<file path="src/rtl/gpio_regbank_pkg.sv">
package gpio_regbank_pkg;

  typedef enum logic [5:0] {
    ID_LOCKA, ID_DIN, ID_POL, ID_DOUT, ID_OE, ID_OTYP, ID_FUNC, ID_PU, ID_PD,
    ID_DBNC, ID_EVTYP, ID_EVBOTH, ID_BLK0, ID_BLK1, ID_BLK2, ID_BLK3,
    ID_EVEN, ID_EVEN_SET, ID_EVEN_CLR, ID_EVST, ID_PPLK0, ID_PPLK1,
    ID_INMASK, ID_SLEW, ID_DRV, ID_DOUT_SET, ID_DOUT_CLR, ID_OE_SET,
    ID_OE_CLR, ID_LOCKB, ID_NONE
  } reg_id_t;

  // stored configuration words, index order inside the bank
  localparam int NSTORE    = 18;
  localparam int IX_POL    = 0;
  localparam int IX_DOUT   = 1;
  localparam int IX_OE     = 2;
  localparam int IX_OTYP   = 3;
  localparam int IX_FUNC   = 4;
  localparam int IX_PU     = 5;
  localparam int IX_PD     = 6;
  localparam int IX_DBNC   = 7;
  localparam int IX_EVTYP  = 8;
  localparam int IX_EVBOTH = 9;
  localparam int IX_BLK0   = 10;
  localparam int IX_EVEN   = 14;
  localparam int IX_INMASK = 15;
  localparam int IX_SLEW   = 16;
  localparam int IX_DRV    = 17;

  function automatic reg_id_t store_id(input int k);
    case (k)
      IX_POL:    return ID_POL;
      IX_DOUT:   return ID_DOUT;
      IX_OE:     return ID_OE;
      IX_OTYP:   return ID_OTYP;
      IX_FUNC:   return ID_FUNC;
      IX_PU:     return ID_PU;
      IX_PD:     return ID_PD;
      IX_DBNC:   return ID_DBNC;
      IX_EVTYP:  return ID_EVTYP;
      IX_EVBOTH: return ID_EVBOTH;
      10:        return ID_BLK0;
      11:        return ID_BLK1;
      12:        return ID_BLK2;
      13:        return ID_BLK3;
      IX_EVEN:   return ID_EVEN;
      IX_INMASK: return ID_INMASK;
      IX_SLEW:   return ID_SLEW;
      default:   return ID_DRV;
    endcase
  endfunction

  function automatic reg_id_t set_alias(input reg_id_t id);
    case (id)
      ID_DOUT: return ID_DOUT_SET;
      ID_OE:   return ID_OE_SET;
      ID_EVEN: return ID_EVEN_SET;
      default: return ID_NONE;
    endcase
  endfunction

  function automatic reg_id_t clr_alias(input reg_id_t id);
    case (id)
      ID_DOUT: return ID_DOUT_CLR;
      ID_OE:   return ID_OE_CLR;
      ID_EVEN: return ID_EVEN_CLR;
      default: return ID_NONE;
    endcase
  endfunction

  // word index (byte offset / 4) to register
  function automatic reg_id_t word_to_id(input logic [4:0] w);
    case (w)
      5'h00: return ID_LOCKA;
      5'h01: return ID_DIN;
      5'h02: return ID_POL;
      5'h03: return ID_DOUT;
      5'h04: return ID_OE;
      5'h05: return ID_OTYP;
      5'h06: return ID_FUNC;
      5'h07: return ID_PU;
      5'h08: return ID_PD;
      5'h09: return ID_DBNC;
      5'h0A: return ID_EVTYP;
      5'h0B: return ID_EVBOTH;
      5'h0C: return ID_BLK0;
      5'h0D: return ID_BLK1;
      5'h0E: return ID_BLK2;
      5'h0F: return ID_BLK3;
      5'h10: return ID_EVEN;
      5'h11: return ID_EVEN_SET;
      5'h12: return ID_EVEN_CLR;
      5'h13: return ID_EVST;
      5'h14: return ID_PPLK0;
      5'h15: return ID_PPLK1;
      5'h16: return ID_INMASK;
      5'h17: return ID_SLEW;
      5'h18: return ID_DRV;
      5'h1A: return ID_DOUT_SET;
      5'h1B: return ID_DOUT_CLR;
      5'h1C: return ID_OE_SET;
      5'h1D: return ID_OE_CLR;
      5'h1F: return ID_LOCKB;
      default: return ID_NONE;
    endcase
  endfunction

endpackage

</file>
<file path="src/rtl/gpio_addr_decode.sv">
module gpio_addr_decode
  import gpio_regbank_pkg::*;
#(
  parameter int AW = 12
) (
  input  logic          acc_valid,
  input  logic          acc_write,
  input  logic [AW-1:0] acc_addr,
  input  logic          is_locked,
  output reg_id_t       acc_id,
  output logic          acc_refused,
  output logic          acc_wr_ok
);
  localparam int HI_W = AW - 7;

  logic    in_range;
  logic    write_only;
  logic    is_lock_word;
  reg_id_t id_raw;

  always_comb begin
    in_range     = (acc_addr[1:0] == 2'b00) && (acc_addr[AW-1:7] == {HI_W{1'b0}});
    id_raw       = word_to_id(acc_addr[6:2]);
    acc_id       = in_range ? id_raw : ID_NONE;
    write_only   = (acc_id inside {ID_EVEN_SET, ID_EVEN_CLR, ID_DOUT_SET, ID_DOUT_CLR,
                                   ID_OE_SET, ID_OE_CLR, ID_LOCKB});
    is_lock_word = (acc_id == ID_LOCKA) || (acc_id == ID_LOCKB);
    acc_refused  = acc_valid && ((acc_id == ID_NONE)
                               || (acc_write && acc_id == ID_DIN)
                               || (!acc_write && write_only)
                               || (acc_write && is_locked && !is_lock_word));
    acc_wr_ok    = acc_valid && acc_write && !acc_refused;
  end
endmodule

</file>
<file path="src/rtl/gpio_lock_ctrl.sv">
module gpio_lock_ctrl #(
  parameter logic [31:0] KEY_VAL = 32'hC0DE_FA73,
  parameter logic [31:0] ARM_VAL = 32'hC0DE_1248
) (
  input  logic        clk,
  input  logic        rst_n,
  input  logic        wr_first,
  input  logic        wr_second,
  input  logic [31:0] wdata,
  output logic        lock_on
);
  logic        lock_q, lock_d;
  logic [31:0] arm_q, arm_d;
  logic        arm_en;

  always_comb begin
    lock_d = lock_q;
    arm_d  = arm_q;
    if (!lock_q) begin
      if (wr_first || wr_second) begin
        lock_d = 1'b1;
        arm_d  = '0;
      end
    end else if (wr_second) begin
      arm_d = wdata;
    end else if (wr_first && (wdata == KEY_VAL) && (arm_q == ARM_VAL)) begin
      lock_d = 1'b0;
      arm_d  = '0;
    end
    arm_en = wr_first || wr_second;
  end

  always_ff @(posedge clk or negedge rst_n) begin
    if (!rst_n) begin
      lock_q <= 1'b0;
      arm_q  <= '0;
    end else if (arm_en) begin
      lock_q <= lock_d;
      arm_q  <= arm_d;
    end
  end

  assign lock_on = lock_q;
endmodule

</file>
<file path="src/rtl/gpio_reg_cell.sv">
module gpio_reg_cell #(
  parameter int            W      = 32,
  parameter logic [W-1:0]  RSTVAL = '0,
  parameter bit            W1C    = 1'b0
) (
  input  logic         clk,
  input  logic         rst_n,
  input  logic         wr_load,
  input  logic         wr_set,
  input  logic         wr_clr,
  input  logic [W-1:0] wdata,
  input  logic [W-1:0] hw_set,
  output logic [W-1:0] q
);
  logic [W-1:0] q_r, q_d;
  logic         en;

  generate
    if (W1C) begin : g_w1c
      always_comb begin
        q_d = (q_r & ~(wr_clr ? wdata : {W{1'b0}})) | hw_set;
        en  = wr_clr || (hw_set != '0);
      end
    end else begin : g_plain
      always_comb begin
        q_d = q_r;
        if (wr_load)     q_d = wdata;
        else if (wr_set) q_d = q_r | wdata;
        else if (wr_clr) q_d = q_r & ~wdata;
        en = wr_load || wr_set || wr_clr;
      end
    end
  endgenerate

  always_ff @(posedge clk or negedge rst_n) begin
    if (!rst_n)  q_r <= RSTVAL;
    else if (en) q_r <= q_d;
  end

  assign q = q_r;
endmodule

</file>
<file path="src/rtl/gpio_regbank.sv">
module gpio_regbank
  import gpio_regbank_pkg::*;
#(
  parameter int              NPINS    = 32,
  parameter int              AW       = 12,
  parameter logic [NPINS-1:0] PU_RST   = '0,
  parameter logic [NPINS-1:0] PD_RST   = '0,
  parameter logic [NPINS-1:0] SLEW_RST = '0,
  parameter logic [NPINS-1:0] DRV_RST  = '0,
  parameter logic [31:0]     KEY_VAL  = 32'hC0DE_FA73,
  parameter logic [31:0]     ARM_VAL  = 32'hC0DE_1248
) (
  input  logic             clk,
  input  logic             rst_n,
  input  logic             bus_valid,
  input  logic             bus_write,
  input  logic [AW-1:0]    bus_addr,
  input  logic [31:0]      bus_wdata,
  output logic [31:0]      bus_rdata,
  output logic             bus_err,
  input  logic [NPINS-1:0] pin_in,
  input  logic [NPINS-1:0] evt_hit,
  output logic [NPINS-1:0] cfg_pol,
  output logic [NPINS-1:0] cfg_dout,
  output logic [NPINS-1:0] cfg_oe,
  output logic [NPINS-1:0] cfg_otype,
  output logic [NPINS-1:0] cfg_pullup,
  output logic [NPINS-1:0] cfg_pulldown,
  output logic [NPINS-1:0] cfg_inmask,
  output logic [NPINS-1:0] cfg_evtype,
  output logic [NPINS-1:0] cfg_evboth,
  output logic [NPINS-1:0] cfg_even,
  output logic [NPINS-1:0] evt_status,
  output logic             locked
);
  localparam int PAD = 32 - NPINS;

  reg_id_t          acc_id;
  logic             refused, wr_ok, lock_on;
  logic [NPINS-1:0] wdat;
  logic [NPINS-1:0] store_q [NSTORE];
  logic [NPINS-1:0] evst_q;
  logic [31:0]      rd_mux, rdata_q, rdata_d;
  logic             err_q, rd_en;

  assign wdat = bus_wdata[NPINS-1:0];

  gpio_addr_decode #(.AW(AW)) u_dec (
    .acc_valid(bus_valid), .acc_write(bus_write), .acc_addr(bus_addr),
    .is_locked(lock_on), .acc_id(acc_id), .acc_refused(refused), .acc_wr_ok(wr_ok)
  );

  gpio_lock_ctrl #(.KEY_VAL(KEY_VAL), .ARM_VAL(ARM_VAL)) u_lock (
    .clk(clk), .rst_n(rst_n),
    .wr_first(wr_ok && acc_id == ID_LOCKA),
    .wr_second(wr_ok && acc_id == ID_LOCKB),
    .wdata(bus_wdata), .lock_on(lock_on)
  );

  for (genvar k = 0; k < NSTORE; k++) begin : g_store
    localparam reg_id_t RID = store_id(k);
    localparam logic [NPINS-1:0] RV =
      (RID == ID_PU)   ? PU_RST   :
      (RID == ID_PD)   ? PD_RST   :
      (RID == ID_SLEW) ? SLEW_RST :
      (RID == ID_DRV)  ? DRV_RST  : {NPINS{1'b0}};
    gpio_reg_cell #(.W(NPINS), .RSTVAL(RV), .W1C(1'b0)) u_cell (
      .clk(clk), .rst_n(rst_n),
      .wr_load(wr_ok && acc_id == RID),
      .wr_set(wr_ok && acc_id == set_alias(RID)),
      .wr_clr(wr_ok && acc_id == clr_alias(RID)),
      .wdata(wdat), .hw_set({NPINS{1'b0}}), .q(store_q[k])
    );
  end

  gpio_reg_cell #(.W(NPINS), .RSTVAL({NPINS{1'b0}}), .W1C(1'b1)) u_evst (
    .clk(clk), .rst_n(rst_n),
    .wr_load(1'b0), .wr_set(1'b0),
    .wr_clr(wr_ok && acc_id == ID_EVST),
    .wdata(wdat), .hw_set(evt_hit), .q(evst_q)
  );

  // read path
  always_comb begin
    rd_mux = '0;
    case (acc_id)
      ID_LOCKA: rd_mux = {31'd0, lock_on};
      ID_DIN:   rd_mux = {{PAD{1'b0}}, pin_in};
      ID_EVST:  rd_mux = {{PAD{1'b0}}, evst_q};
      default: begin
        for (int k = 0; k < NSTORE; k++)
          if (acc_id == store_id(k)) rd_mux = {{PAD{1'b0}}, store_q[k]};
      end
    endcase
    rd_en   = bus_valid && !bus_write;
    rdata_d = refused ? 32'd0 : rd_mux;
  end

  always_ff @(posedge clk or negedge rst_n) begin
    if (!rst_n)     rdata_q <= '0;
    else if (rd_en) rdata_q <= rdata_d;
  end

  always_ff @(posedge clk or negedge rst_n) begin
    if (!rst_n) err_q <= 1'b0;
    else        err_q <= refused;
  end

  assign bus_rdata    = rdata_q;
  assign bus_err      = err_q;
  assign locked       = lock_on;
  assign evt_status   = evst_q;
  assign cfg_pol      = store_q[IX_POL];
  assign cfg_dout     = store_q[IX_DOUT];
  assign cfg_oe       = store_q[IX_OE];
  assign cfg_otype    = store_q[IX_OTYP];
  assign cfg_pullup   = store_q[IX_PU];
  assign cfg_pulldown = store_q[IX_PD];
  assign cfg_inmask   = store_q[IX_INMASK];
  assign cfg_evtype   = store_q[IX_EVTYP];
  assign cfg_evboth   = store_q[IX_EVBOTH];
  assign cfg_even     = store_q[IX_EVEN];
endmodule

</file>
<file path="config.mk">
export PLATFORM = sky130hd
export DESIGN_NAME = gpio_regbank
export DESIGN_NICKNAME = d
export VERILOG_FILES = /design/src/rtl/gpio_regbank_pkg.sv /design/src/rtl/gpio_addr_decode.sv /design/src/rtl/gpio_lock_ctrl.sv /design/src/rtl/gpio_reg_cell.sv /design/src/rtl/gpio_regbank.sv
export SDC_FILE = /design/constraint.sdc
export NUM_CORES = 1
export LEC_CHECK = 0
export BUFFER_PORTS_ARGS = -buffer_cell sky130_fd_sc_hd__buf_2
export CAP_MARGIN = 20
export CORE_MARGIN = 4
export CORE_UTILIZATION = 45
export CTS_CLUSTER_SIZE = 14
export DETAILED_ROUTE_END_ITERATION = 8
export GPL_TIMING_DRIVEN = 0
export PLACE_DENSITY_LB_ADDON = 0.12
export SYNTH_ARGS = -nofsm -noshare
export SYNTH_HDL_FRONTEND = slang
export SYNTH_SLANG_ARGS = --single-unit
</file>
<file path="constraint.sdc">
create_clock -name clk -period 4.6 [get_ports clk]
set_clock_uncertainty 0.1 [all_clocks]
set_input_delay 0.92 -clock clk [delete_from_list [all_inputs] [get_ports clk]]
set_output_delay 0.92 -clock clk [all_outputs]
set_load 0.1 [all_outputs]
</file>
==> impl_metrics.env, run 1 <==
export IMPL_yosys_register_bits=674
export IMPL_layout_drive_gt1_share=0.370
export IMPL_final_common_cell="dfrtp_1"
export IMPL_syn_nets=3000
export IMPL_slew_headroom=0.200
export IMPL_rr_worst_depth=8
export IMPL_path_class="primary input to register"
export IMPL_root_buffer="clkbuf_16"
export IMPL_port_buffers=495
export IMPL_hold_path_class="primary input to async pin"
export IMPL_period_minus_slack_ns=4.77
export IMPL_cts_buffers=76
export IMPL_muxShareOfSynthArea=0.170
export IMPL_ir_worst_vdd_mv=0.241
export IMPL_grt_use_total=0.455
export IMPL_cp_end_kind="register"
export IMPL_wirelength_um=176000
export IMPL_p_leak_nw=19.6
export IMPL_synth_warnings=0
export IMPL_r2r_slack_ns=0.86
export IMPL_r2r_start="u_lock.arm_q[21]$_DFFE_PN0P_"
export IMPL_core_mm2=0.0703
export IMPL_start_kind="primary input"
export IMPL_cts_hold_buf=0
export IMPL_final_setup_viol_count=39
export IMPL_ios=498
export IMPL_fin_ws_ns=-0.174
export IMPL_synth_area_top_cells="dfrtp_1, mux2_2, nand2_1"
export IMPL_antenna_left=0
export IMPL_grt_pass1_vias=29989
export IMPL_first_pass_iters=8
export IMPL_synthFlopType="dfrtp_1"
export IMPL_rows=97
export IMPL_drc_errors=0
export IMPL_drtIter0Drc=4346
export IMPL_final_period_utilization=1.04
export IMPL_power_mw=12.9
export IMPL_grt_pass1_wl_um=239000
export IMPL_cts_max_level=3
export IMPL_areaGrowthSynthToFinish_pct=22.7
export IMPL_overflow=0
export IMPL_worst_path_max_fanout=10
export IMPL_synthSimpleGateAreaFrac=0.100
export IMPL_crit_start="bus_addr[2]"
export IMPL_rsz0062_at_grt="no"
export IMPL_crit_arrival_ns=5.17
export IMPL_seq_area_frac_synth=0.526
export IMPL_cts_tree="done"
export IMPL_status="finished, violations left"
export IMPL_die_w_um=275
export IMPL_cts_sinks=674
export IMPL_netlist_instances=2886
export IMPL_initial_core_util=0.456
export IMPL_powerDensity_mw_per_mm2=328
export IMPL_setup_tns_ns=-2.15
export IMPL_maxCapViolCount=0
export IMPL_cp_required_ns=4.99
export IMPL_dp_hpwl_um=136000
export IMPL_clk_pin_slew_worst_paths_ns=0.08
export IMPL_layout_common_cells="dfrtp_1, buf_2, mux2_2"
export IMPL_max_freq_ghz=0.209
export IMPL_wl_per_cell_um=39.1
export IMPL_vias_per_cell=6.82
export IMPL_antenna_found_initial=18
export IMPL_fp_dieH_um=275
export IMPL_gp_congestion=1.06
export IMPL_cp_endpoint="bus_rdata[19]$_DFFE_PN0P_"
export IMPL_synth_top_family_by_area="multiplexers"
export IMPL_tightestPinTransition_ns=1.19
export IMPL_synth_xor_area_frac=0.000273
export IMPL_dp_worst_setup_slack_ns=-2.10
export IMPL_finalHoldViolations=0
export IMPL_cts_max_path_buffers=3
export IMPL_dieArea_mm2=0.0756
export IMPL_violations="setup timing"
export IMPL_syn_avg_cell_area_um2=11.1
export IMPL_synth_edff_count=0
export IMPL_vias=30761
export IMPL_grt_max_degree=124
export IMPL_synth_area_mm2=0.0321
export IMPL_synth_top_area_frac=0.526
export IMPL_synth_adder_area_share=0.000781
export IMPL_yosysUniqueCellTypes=85
export IMPL_synth_compound_area_frac=0.162
export IMPL_insertion_delay_ns=0.64
export IMPL_yosys_area_top_type="dfrtp_1"
export IMPL_slew_viol_final=0
export IMPL_reg2reg_to="u_lock.arm_q[22]$_DFFE_PN0P_"
export IMPL_ys_async_sr_fraction=1.00
export IMPL_nNetsFinal=3613
-- through the flow --
step / std cells / utilization / hold slack, ns / area, um^2
after CTS: 4496 / 0.557 / 0.0504 / 39100
after detailed placement: 4357 / 0.516 / 0.376 / 36300
after global routing: 4500 / 0.559 / 0.0758 / 39300
final: 4509 / 0.560 / 0.0603 / 39300
after floorplan: 2886 / - / 0.358 / 32100
after global placement: 4321 / 0.508 / 0.368 / 35700
-- worst max-delay path, stage by stage --
cell      delay, ns
buf_2          0.15
clkbuf_4       0.26
buf_1          0.61
clkbuf_1       0.81
clkbuf_1       0.87
mux2_2         0.42
a32oi_1        0.23
nand4_1        0.14
o21ai_1        0.57
a21oi_1        0.15
-- worst min-delay path by stage --
| stage | end | slack [ns] | cells after the start |
|---|---|---|---|
| 5_1_grt | u_evst.q[29]$_DFFE_PN0P_ | 0.08 | 1 |
| 2_1_floorplan | g_store[10].u_cell.q[4]$_DFFE_PN0P_ | 0.36 | 1 |
| 3_5_place_dp | g_store[17].u_cell.q[28]$_DFFE_PN0P_ | 0.38 | 1 |
| 6_report | g_store[15].u_cell.q[0]$_DFFE_PN0P_ | 0.06 | 1 |
| 3_3_place_gp | g_store[16].u_cell.q[19]$_DFFE_PN0P_ | 0.37 | 1 |
| 4_1_cts | g_store[15].u_cell.q[0]$_DFFE_PN0P_ | 0.05 | 1 |
-- logic make-up after synthesis --
family / after synthesis
XOR/XNOR: 1
adder cells (fa/ha/maj): 2
AND/OR/NAND/NOR: 685
buffers and inverters: 305
flip-flops: 674
AO/OA/AOI/OAI: 734
multiplexers: 485
-- timing repair --
| action | CTS | global route |
|---|---|---|
| setup buffers | 1 | 4 |
| pin swaps | 4 | 3 |
| resized for setup | 89 | 45 |
| setup endpoints to repair | 601 | 174 |
-- where the power goes --
group          internal (mW)  leakage [nW]  switching [mW]  total (mW)
Sequential              5.93          9.03        0.000574        5.93
Clock                   3.54          1.26            2.75        6.29
Combinational          0.128          9.27           0.565       0.693
-- routing by layer --
metal / global-route usage / vias to the layer above / part of all wire
met5: 0 / - / 0.00033
met4: 0.289 / 10 / 0.077
met3: 0.129 / 551 / 0.13
met2: 0.667 / 2544 / 0.43
met1: 0.596 / 15759 / 0.37
li1: - / 11897 / -
-- synth_stat cells (12+ instances only) --
library cell and count:
clkbuf_1 161, a221o_1 19, inv_1 46, o211ai_1 13, a22o_1 54, buf_4 15, and3_1 17, buf_2 76
o221ai_1 25, nor3_1 30, o22ai_1 15, o21ai_0 214, nor4_1 19, o2111ai_1 12, mux2_1 30, nand2_1 307
a211oi_1 12, a2bb2oi_1 18, nor2_1 154, dfrtp_1 674, a222oi_1 14, a2111oi_0 14, mux2_2 444, a221oi_1 41
a21oi_1 76, a21o_1 39, nand4_1 34, a22oi_1 54, nand3_1 41
-- layout make-up --
cell class | instances | area [um^2]
fill | 6222 | 30900
sequential | 674 | 16900
multi-input combinational | 1907 | 14300
timing repair buffer | 537 | 3060
clock buffer | 111 | 2240
buffer | 256 | 1200
tap | 940 | 1180
clock inverter | 27 | 300
inverter | 47 | 181
antenna | 10 | 25.0
Power figures use the tool's default switching activity.
==> inputs of run 2 (changes only) <==
--- a/config.mk
+++ b/config.mk
@@ -7,7 +7,6 @@
 export LEC_CHECK = 0
 export BUFFER_PORTS_ARGS = -buffer_cell sky130_fd_sc_hd__buf_2
 export CAP_MARGIN = 20
-export CORE_MARGIN = 4
 export CORE_UTILIZATION = 45
 export CTS_CLUSTER_SIZE = 14
 export DETAILED_ROUTE_END_ITERATION = 8
==> impl_metrics.env, run 2 (synthesis results as in run 1) <==
export IMPL_first_pass_iters=9
export IMPL_fp_dieH_um=269
export IMPL_rr_worst_depth=8
export IMPL_overflow=0
export IMPL_grt_use_total=0.468
export IMPL_ir_worst_vdd_mv=0.249
export IMPL_start_kind="primary input"
export IMPL_insertion_delay_ns=0.65
export IMPL_reg2reg_to="u_lock.arm_q[1]$_DFFE_PN0P_"
export IMPL_cts_max_level=3
export IMPL_status="finished, violations left"
export IMPL_dp_hpwl_um=131000
export IMPL_vias_per_cell=6.78
export IMPL_gp_congestion=1.05
export IMPL_root_buffer="clkbuf_16"
export IMPL_fin_ws_ns=-0.0752
export IMPL_final_cells=4500
export IMPL_wirelength_um=170000
export IMPL_cts_buffers=75
export IMPL_violations="setup timing"
export IMPL_cts_tree="done"
export IMPL_dp_cells=4352
export IMPL_cp_required_ns=5.07
export IMPL_clk_pin_slew_worst_paths_ns=0.06
export IMPL_slew_headroom=0.174
export IMPL_finalHoldViolations=0
export IMPL_worst_path_max_fanout=10
export IMPL_whs_ns=0.247
export IMPL_die_w_um=269
export IMPL_final_common_cell="dfrtp_1"
export IMPL_final_period_utilization=1.02
export IMPL_cp_end_kind="register"
export IMPL_rows=97
export IMPL_period_minus_slack_ns=4.68
export IMPL_path_class="primary input to register"
export IMPL_core_mm2=0.0703
export IMPL_drc_errors=0
export IMPL_areaGrowthSynthToFinish_pct=22.2
export IMPL_r2r_slack_ns=1.01
export IMPL_dieArea_mm2=0.0723
export IMPL_rsz0062_at_grt="no"
export IMPL_tightestPinTransition_ns=1.24
export IMPL_antenna_found_initial=20
export IMPL_slew_viol_final=0
export IMPL_grt_max_degree=127
export IMPL_wl_per_cell_um=37.9
export IMPL_max_freq_ghz=0.214
export IMPL_port_buffers=495
export IMPL_layout_drive_gt1_share=0.362
export IMPL_hold_path_class="primary input to async pin"
export IMPL_dpl_cell_area_mm2=0.0362
export IMPL_final_area_mm2=0.0392
export IMPL_vias=30510
export IMPL_grt_pass1_vias=29553
export IMPL_r2r_start="u_lock.arm_q[21]$_DFFE_PN0P_"
export IMPL_crit_arrival_ns=5.15
export IMPL_powerDensity_mw_per_mm2=327
export IMPL_cp_endpoint="bus_rdata[14]$_DFFE_PN0P_"
export IMPL_power_mw=12.8
export IMPL_nNetsFinal=3608
export IMPL_cts_max_path_buffers=3
export IMPL_ios=498
export IMPL_layout_common_cells="dfrtp_1, buf_2, mux2_2"
export IMPL_maxCapViolCount=0
export IMPL_grt_pass1_wl_um=232000
export IMPL_initial_core_util=0.456
export IMPL_p_leak_nw=19.4
export IMPL_crit_start="bus_addr[6]"
export IMPL_drtIter0Drc=4113
export IMPL_final_setup_viol_count=7
export IMPL_antenna_left=0
export IMPL_cts_sinks=674
[run 2: per-layer routing]
| metal | GRT usage | part of all wire | vias to the layer above |
|---|---|---|---|
| met5 | 0 | 0.00033 | - |
| met4 | 0.342 | 0.082 | 8 |
| met3 | 0.125 | 0.12 | 553 |
| met2 | 0.671 | 0.42 | 2393 |
| met1 | 0.610 | 0.38 | 15668 |
| li1 | - | - | 11888 |
[run 2: through the flow]
step | utilization | setup TNS [ns] | worst slack (ns)
after floorplan | - | 0 | 0.572
after global placement | 0.508 | -8336.10 | -11.72
after detailed placement | 0.515 | -540.66 | -1.86
after CTS | 0.555 | 0 | 0.000383
after global routing | 0.557 | 0 | 0.00420
final | 0.557 | -0.362 | -0.0752
[run 2: power breakdown]
| part | switching, mW | internal [mW] | total [mW] |
|---|---|---|---|
| clock network | 2.63 | 3.61 | 6.23 |
| logic | 0.539 | 0.118 | 0.657 |
| registers | 0.000626 | 5.93 | 5.93 |
| total | 3.17 | 9.65 | 12.8 |
[run 2: cell type report]
type,instances,area (um^2)
clock buffers,112,2200
multi-input cells,1907,14200
well taps,940,1180
flip-flops and latches,674,16900
fillers,6304,31100
plain buffers,257,1170
clock inverters,19,307
repair buffers,532,2990
diodes,12,30.0
inverters,47,179
[run 2: worst min-delay path by stage]
stage	startpoint	to	slack, ns	cells after the start
2_1_floorplan	g_store[10].u_cell.q[4]$_DFFE_PN0P_	g_store[10].u_cell.q[4]$_DFFE_PN0P_	0.36	1
3_5_place_dp	g_store[16].u_cell.q[19]$_DFFE_PN0P_	g_store[16].u_cell.q[19]$_DFFE_PN0P_	0.38	1
6_report	rst_n	u_evst.q[27]$_DFFE_PN0P_	0.25	1
4_1_cts	rst_n	u_evst.q[29]$_DFFE_PN0P_	0.29	1
5_1_grt	rst_n	u_evst.q[27]$_DFFE_PN0P_	0.31	1
3_3_place_gp	g_store[16].u_cell.q[19]$_DFFE_PN0P_	g_store[16].u_cell.q[19]$_DFFE_PN0P_	0.37	1
[run 2: critical path: stages]
cell,delay [ns]
clkbuf_1,0.42
a21bo_2,0.29
clkbuf_1,0.61
nand4_1,0.45
nor2_2,0.65
clkbuf_2,0.55
a221oi_1,0.14
a2111oi_0,0.77
nor3_4,0.15
o21ai_1,0.18
[run 2: what timing repair did]
| item | in CTS | in global routing |
|---|---|---|
| pin swaps | 4 | 2 |
| hold buffers | 0 | 0 |
| setup buffers | 2 | 2 |
| setup endpoints to repair | 517 | 246 |
| gates resized for setup | 81 | 22 |
